**config.mk**
```make
export PLATFORM = sky130hd
export DESIGN_NAME = pwr_mode_ctrl
export DESIGN_NICKNAME = d
export VERILOG_FILES = /design/src/rtl/pwr_mode_pkg.sv /design/src/rtl/pwr_wake_sync.sv /design/src/rtl/pwr_dbg_ack.sv /design/src/rtl/pwr_mode_fsm.sv /design/src/rtl/pwr_mode_ctrl.sv
export SDC_FILE = /design/constraint.sdc
export NUM_CORES = 1
export LEC_CHECK = 0
export ABC_CLOCK_PERIOD_IN_PS = 1200
export BUFFER_PORTS_ARGS = -buffer_cell sky130_fd_sc_hd__buf_2
export CELL_PAD_IN_SITES_DETAIL_PLACEMENT = 0
export CELL_PAD_IN_SITES_GLOBAL_PLACEMENT = 1
export CORE_MARGIN = 10
export CORE_UTILIZATION = 26
export CTS_BUF_LIST = sky130_fd_sc_hd__clkbuf_16
export CTS_CLUSTER_DIAMETER = 60
export DETAILED_ROUTE_END_ITERATION = 7
export GPL_ROUTABILITY_DRIVEN = 0
export HOLD_SLACK_MARGIN = 0.05
export PLACE_DENSITY = 0.72
export SYNTH_ARGS = -nofsm -noshare
export SYNTH_HDL_FRONTEND = slang
export SYNTH_SLANG_ARGS = --single-unit
```
**constraint.sdc**
```tcl
create_clock -name clk -period 1.2 [get_ports clk]
set_input_delay 0.12 -clock clk [delete_from_list [all_inputs] [get_ports clk]]
set_output_delay 0.12 -clock clk [all_outputs]
set_load 0.005 [all_outputs]
```
**src/rtl/pwr_mode_pkg.sv**
```systemverilog
package pwr_mode_pkg;

    localparam int MODE_W = 3;
    localparam int SEL_W  = 3;

    typedef enum logic [MODE_W-1:0] {
        PM_RUN     = 3'd0,
        PM_LPRUN   = 3'd1,
        PM_STOP    = 3'd2,
        PM_LPSTOP  = 3'd3,
        PM_EMUSTOP = 3'd4
    } pm_mode_e;

    localparam logic [SEL_W-1:0] SEL_LPSTOP = 3'b010;
    localparam logic [SEL_W-1:0] SEL_ALT    = 3'b000;

    typedef struct packed {
        pm_mode_e mode;
        logic     back_lp;   // 1: stop state was entered from low-power run
    } pm_state_t;

    typedef struct packed {
        logic reg_run;
        logic clk_en;
    } pm_ctrl_t;

    typedef struct packed {
        logic sys;
        logic dbg;
    } pm_dbg_t;

    function automatic pm_ctrl_t mode_ctrl(input pm_mode_e m);
        pm_ctrl_t c;
        case (m)
            PM_RUN:     c = '{reg_run: 1'b1, clk_en: 1'b1};
            PM_LPRUN:   c = '{reg_run: 1'b0, clk_en: 1'b1};
            PM_EMUSTOP: c = '{reg_run: 1'b1, clk_en: 1'b1};
            default:    c = '{reg_run: 1'b0, clk_en: 1'b0};
        endcase
        return c;
    endfunction

    function automatic logic lp_sel_ok(input logic [SEL_W-1:0] sel);
        return (sel == SEL_LPSTOP) || (sel == SEL_ALT);
    endfunction

    function automatic logic acks_live(input pm_mode_e m);
        return (m == PM_RUN) || (m == PM_LPRUN) || (m == PM_EMUSTOP);
    endfunction

    function automatic pm_mode_e wake_target(input logic back_lp);
        return back_lp ? PM_LPRUN : PM_RUN;
    endfunction

endpackage

```
**src/rtl/pwr_wake_sync.sv**
```systemverilog
module pwr_wake_sync #(
    parameter int STAGES = 2
) (
    input  logic clk,
    input  logic rst,
    input  logic async_in,
    output logic sync_out
);
    generate
        if (STAGES <= 1) begin : g_single
            logic q;
            always_ff @(posedge clk) begin
                if (rst) q <= 1'b0;
                else     q <= async_in;
            end
            assign sync_out = q;
        end else begin : g_chain
            logic [STAGES-1:0] sh;
            always_ff @(posedge clk) begin
                if (rst) sh <= '0;
                else     sh <= {sh[STAGES-2:0], async_in};
            end
            assign sync_out = sh[STAGES-1];
        end
    endgenerate
endmodule

```
**src/rtl/pwr_dbg_ack.sv**
```systemverilog
module pwr_dbg_ack
    import pwr_mode_pkg::*;
(
    input  pm_mode_e mode,
    input  pm_dbg_t  req,
    output pm_dbg_t  ack,
    output logic     hold
);
    always_comb begin
        ack.sys = req.sys & acks_live(mode);
        ack.dbg = req.dbg & acks_live(mode);
    end
    assign hold = req.sys & req.dbg;
endmodule

```
**src/rtl/pwr_mode_fsm.sv**
```systemverilog
module pwr_mode_fsm
    import pwr_mode_pkg::*;
(
    input  logic             clk,
    input  logic             rst,
    input  logic             sleep_req,
    input  logic [SEL_W-1:0] stop_sel,
    input  logic             wake,
    input  logic             dbg_hold,
    input  logic             lprun_hook,
    output pm_mode_e         mode
);
    pm_state_t cur, nxt;

    always_comb begin
        nxt = cur;
        case (cur.mode)
            PM_RUN: begin
                if (sleep_req) begin
                    nxt.back_lp = 1'b0;
                    if (dbg_hold)                      nxt.mode = PM_EMUSTOP;
                    else if (stop_sel == SEL_LPSTOP)   nxt.mode = PM_LPSTOP;
                    else                               nxt.mode = PM_STOP;
                end else if (lprun_hook) begin
                    nxt.mode = PM_LPRUN;
                end
            end
            PM_LPRUN: begin
                if (sleep_req && lp_sel_ok(stop_sel)) begin
                    nxt.back_lp = 1'b1;
                    nxt.mode    = dbg_hold ? PM_EMUSTOP : PM_LPSTOP;
                end
            end
            PM_STOP: begin
                if (wake) nxt.mode = PM_RUN;
            end
            PM_LPSTOP, PM_EMUSTOP: begin
                if (wake) nxt.mode = wake_target(cur.back_lp);
            end
            default: nxt = '{mode: PM_RUN, back_lp: 1'b0};
        endcase
    end

    always_ff @(posedge clk) begin
        if (rst) cur <= '{mode: PM_RUN, back_lp: 1'b0};
        else     cur <= nxt;
    end

    assign mode = cur.mode;
endmodule

```
**src/rtl/pwr_mode_ctrl.sv**
```systemverilog
module pwr_mode_ctrl
    import pwr_mode_pkg::*;
#(
    parameter int SYNC_STAGES = 2
) (
    input  logic             clk,
    input  logic             rst,
    input  logic             sleep_req,
    input  logic [SEL_W-1:0] stop_sel,
    input  logic             wake_irq,
    input  logic             lprun_hook,
    input  logic             sys_pwr_req,
    input  logic             dbg_pwr_req,
    output logic [MODE_W-1:0] mode_code,
    output logic             reg_run,
    output logic             clk_en,
    output logic             sys_pwr_ack,
    output logic             dbg_pwr_ack
);
    logic     wake_s;
    logic     dbg_hold;
    pm_mode_e mode;
    pm_dbg_t  req, ack;
    pm_ctrl_t ctrl;

    pwr_wake_sync #(.STAGES(SYNC_STAGES)) u_sync (
        .clk      (clk),
        .rst      (rst),
        .async_in (wake_irq),
        .sync_out (wake_s)
    );

    assign req = '{sys: sys_pwr_req, dbg: dbg_pwr_req};

    pwr_dbg_ack u_ack (
        .mode (mode),
        .req  (req),
        .ack  (ack),
        .hold (dbg_hold)
    );

    pwr_mode_fsm u_fsm (
        .clk        (clk),
        .rst        (rst),
        .sleep_req  (sleep_req),
        .stop_sel   (stop_sel),
        .wake       (wake_s),
        .dbg_hold   (dbg_hold),
        .lprun_hook (lprun_hook),
        .mode       (mode)
    );

    assign ctrl        = mode_ctrl(mode);
    assign mode_code   = mode;
    assign reg_run     = ctrl.reg_run;
    assign clk_en      = ctrl.clk_en;
    assign sys_pwr_ack = ack.sys;
    assign dbg_pwr_ack = ack.dbg;
endmodule

```
# Word-level counts from Yosys, hierarchy flattened
# Cells that the tools add are included.
dict set report op_classes {
  n_reduce_logical 11
  bitwise 4
  n_eq_ne 10
  muxes 13
}
# cell n
set ops {}
lappend ops {{$mux 3} 6}
lappend ops {{$pmux 3 s4} 1}
lappend ops {{$eq 3x2->1 const B} 3}
lappend ops {{$logic_not 3->1} 2}
lappend ops {{$ne 2x2->1 const B} 3}
lappend ops {{$mux 4} 1}
lappend ops {{$pmux 2 s2} 1}
lappend ops {{$reduce_and 4->1} 1}
lappend ops {{$reduce_or 2->1} 2}
lappend ops {{$and 1x1->1} 3}
lappend ops {{$eq 3x1->1 const B} 1}
lappend ops {{$eq 3x3->1 const B} 1}
lappend ops {{$logic_or 1x1->1} 3}
lappend ops {{$mux 1} 3}
lappend ops {{$ne 3x3->1 const B} 1}
lappend ops {{$pmux 1 s3} 1}
lappend ops {{$reduce_and 3->1} 1}
lappend ops {{$reduce_or 3->1} 1}
lappend ops {{$ne 2x1->1 const B} 1}
lappend ops {{$logic_and 1x1->1} 1}
lappend ops {{$not 1->1} 1}
dict set report totals {
  wordCells 41
  in_bits 10
  reg_bits 6
}

# Longest topological paths before layout
dict set report logic_depth {
  ltp_word 5
  mapped_depth 5
}

# Cells and area by module
# Synthesis repeated with hierarchy kept, for this count alone.
dict set report hier_totals {
  cells_unflattened 49
  area_unflattened_um2 384.1
}
# mod cells_per_inst seq_area_each_um2 area_each_um2 n_inst
set by_module_without_submodules {}
lappend by_module_without_submodules {pwr_mode_fsm 39 80.1 295.3 1}
lappend by_module_without_submodules {pwr_wake_sync 4 40.0 52.6 1}
lappend by_module_without_submodules {pwr_dbg_ack 4 0.0 23.8 1}
lappend by_module_without_submodules {pwr_mode_ctrl 2 0.0 12.5 1}

# Worst setup path after synthesis
# OpenSTA, ideal clock, no wires.
dict set report synth_path {
  kind {reg2reg}
  start {register u_fsm.cur, in the netlist u_fsm.mode[0]}
  end {register u_fsm.cur, in the netlist u_fsm.mode[2]}
  period_less_slack_ns 1.166
  setup_time_ns 0.117
  arrival_time_ns 1.049
  setup_slack_ns 0.034
  stages_incl_launch_ff 6
  path_buffers 1
  path_cell_list {dfxtp_1 buf_2 nor3b_1 a32oi_2 a41oi_1 nor2_1}
}
dict set report synth_via {
  elab_chain_len 4
}
# element line_no
set synth_rtl {}
lappend synth_rtl {{start: declaration} pwr_mode_fsm.sv:13} ;# pm_state_t cur, nxt;
lappend synth_rtl {{start signal: assignment} pwr_mode_fsm.sv:45} ;# if (rst) cur <= '{mode: PM_RUN, back_lp: 1'b0};
lappend synth_rtl {{start signal: assignment} pwr_mode_fsm.sv:46} ;# else cur <= nxt;
lappend synth_rtl {{$eq 3x3->1 or $eq 3x2->1 (tied branches)} pwr_mode_fsm.sv:17} ;# case (cur.mode)
lappend synth_rtl {{$reduce_or 2->1} pwr_mode_fsm.sv:17}
lappend synth_rtl {{$ne 2x2->1 (no source line)} --}
lappend synth_rtl {{$reduce_and 4->1 (no source line)} --}
# Parallel ways exist; a longest one is shown, timed or not.
# A chain may end at the register's enable or synchronous reset.

# Worst setup path in the final report
dict set report layout_path {
  start {register u_fsm.cur, in the netlist u_fsm.mode[1]}
  end {output dbg_pwr_ack}
}
dict set report layout_via {
  elab_chain_len 4
}
# element line_no
set layout_rtl {}
lappend layout_rtl {{$eq 3x1->1 or $logic_not 3->1 (tied branches)} pwr_mode_pkg.sv:48} ;# return (m == PM_RUN) || (m == PM_LPRUN) || (m == PM_EMUSTOP);
lappend layout_rtl {{$logic_or 1x1->1} pwr_mode_pkg.sv:48}
lappend layout_rtl {{$logic_or 1x1->1 *} pwr_mode_pkg.sv:48}
lappend layout_rtl {{$and 1x1->1 *} pwr_dbg_ack.sv:11} ;# ack.dbg = req.dbg & acks_live(mode);
lappend layout_rtl {{end: declaration} pwr_mode_ctrl.sv:18} ;# output logic dbg_pwr_ack
# Mark *: on every way between the ends. The rest lies on a longest branch, timed or not.

==> metrics.txt <==
RSZ-0062 raised after global routing yes; DRC 0; Max IR drop VDD 0.00113 V; DIE AREA around 3300 um^2; Clock Pin Slew Worst Setup and Hold Paths 30 ps; Worst-Skew Late Latency 230 ps; Net Count, Synth 58; Initial Util between 20% and 30%; initial antenna violation count 0; final hold vios 0; Final Util 48.5%; vias in the first global route between 300 and 400; syn_area_per_cell 7.77 um^2; Hold Path End u_sync.g_chain.sh[0]; r2r setup slk ~50 ps; sequential share of the synthesized area 32.2%; worst min path class input pin to flop; I/O Buffers 16; largest net degree at the start of global routing 11; crit-path cells buf_12 > a21oi_4 > and2_4 > buf_6; Syn. warnings 0; element type at the critical path end primary output; Reg-to-Reg Start u_fsm.mode[0]; post-synthesis cell area 373 um^2; status finished, final reports clean; clk_skew 2.67 ps; startpoint types flop; Async S/R FF share, synth 0%; slowest CP cell dfxtp_4; crit share post-route 99.9%; layout cell share with drive strength beyond 1 51.4%; count leader, synth nor2_1; Longest Clk Path Bufs 2; global route total overflow 0; synth top area cells dfxtp_1 (32%), nor2_1 (9.1%), buf_4 (6.0%), nor3b_1 (6.0%), a32oi_2 (4.4%); fin crit period 1200 ps; CTS sink cnt 6; Worst Path Buf+Inv 2; fmax 834 MHz; CTS Root Buffer Type clkbuf_16; #FFs+latches synth 6; PD cells 2000 nW/um^2; Slew @ Worst Pin ~270 ps; critical path type flop to primary output; Post-CTS Hold Fix Bufs 0; Area Growth Syn to Fin 73.5%; Hold WS 111 ps; DRT Pass-1 Iters 4; Die Ht 57.9 um; worst r2r path cells 4; critical path arrival between 1000 and 1500 ps; via count 399; Post-DRT Antenna Nets 0; H-tree Lvls 1; Required @ worst endpoint 1080 ps; CP max stage delay 360 ps; slew margin rel. 81.6%; CP delay by family, top flip-flops; synth unique cells 22; CTS tree done; ant diodes 0; die width roughly 58 um; Final setup viols 0; Overall Power 1.29 mW; first-pass GRT wire length 1710 um; DP HPWL 931 um; r2r endpoint u_fsm.mode[2]; Final nets between 80 and 90; GRT Total Usage 6.49%; HP Start wake_irq; final wirelength 1110 um; drt initial violations 6; Synth area leader dfxtp_1; leakage 0.280 nW; number of max-cap violations 0; number of cell rows 13; Final Slew Violations 0; worst hold path stage count 2; Cells after DPL 80; CTS buffer count 3; Yosys top cell area share 32.2%; CP Max Fanout 7; EDFF count, synth 0; post-DR wirelength/cell roughly 13 um; Commonest cells post-synth nor2_1 (9), dfxtp_1 (6), buf_4 (3), nand2_1 (3), nor3b_1 (3); ys flop type dfxtp_1; Post-Layout Cell Count 85; boundary pin count 17; core area 1330 um^2; Gate Count Post-Synth 48; vias per inst 4.69
[state kept, by name, indices dropped and copies added (netlist names)]
| signal | count |
|---|---|
| u_fsm.cur | 1 |
| u_fsm.mode | 3 |
| u_sync.g_chain.sh | 2 |
[cell usage in the layout (no fill, tap or decap), types with 2 or more instances in the layout]
cell type,netlist,routed
o21ai_0,2,2
nor2_1,9,9
nor3_1,2,2
dfxtp_1,6,3
nor2b_1,2,2
nor3b_1,3,2
buf_2,2,15
nand2_1,3,3
clkbuf_16,0,3
a31oi_1,2,2
buf_6,0,2
buf_4,3,6
dfxtp_4,0,2
[worst max-delay path by stage]
stage                   from       endpoint  depth (start not counted)
6_report       u_fsm.mode[1]    dbg_pwr_ack                          4
5_1_grt        u_fsm.mode[0]  u_fsm.mode[2]                          4
4_1_cts        u_fsm.mode[2]    dbg_pwr_ack                          4
3_5_place_dp     stop_sel[0]  u_fsm.mode[2]                          5
3_3_place_gp     stop_sel[0]  u_fsm.mode[2]                          5
2_1_floorplan  u_fsm.mode[0]  u_fsm.mode[2]                          5
[power by group]
group	internal (mW)	total (mW)	switching, mW
Clock	0.427	0.530	0.103
Combinational	0.273	0.469	0.197
Sequential	0.237	0.296	0.0584
[repair_timing]
item                                    CTS  global route
hold endpoints to repair                  0             0
pin swaps                                 2             4
resized for setup                         6             8
buffers inserted                          2             2
endpoints found under the setup margin    3             5
[area by class of cell]
| cell class | instances | area [um^2] |
|---|---|---|
| repair buffers | 24 | 163 |
| multi-input cells | 36 | 258 |
| fillers | 136 | 687 |
| well taps | 15 | 18.8 |
| clock buffers | 3 | 75.1 |
| inverters | 1 | 3.75 |
| flip-flops and latches | 6 | 129 |
[layer usage]
metal	vias to the layer above	share of wire [%]	GRT usage, %
li1	213	-	-
met1	178	47	6.56
met2	8	46	10.9
met3	0	7.1	4.58
met4	0	0	1.01
met5	-	0	0
[logic make-up after synthesis]
family / Yosys count / share of synthesized area, %
AO/OA/AOI/OAI: 11 / 20.8
flip-flops: 6 / 32.2
AND/OR/NAND/NOR: 25 / 37.2
buffers and inverters: 6 / 9.73
[metrics by stage]
step | area, um^2 | setup TNS (ps) | setup WS, ps
2_1_floorplan | 373 | 0 | 33.9
3_3_place_gp | 484 | 0 | 8.98
3_5_place_dp | 484 | -89.9 | -49.1
4_1_cts | 573 | 0 | 5.55
5_1_grt | 647 | -191 | -54.6
6_report | 647 | 0 | 0.716
Note: power is estimated with default switching activity, not from simulation.
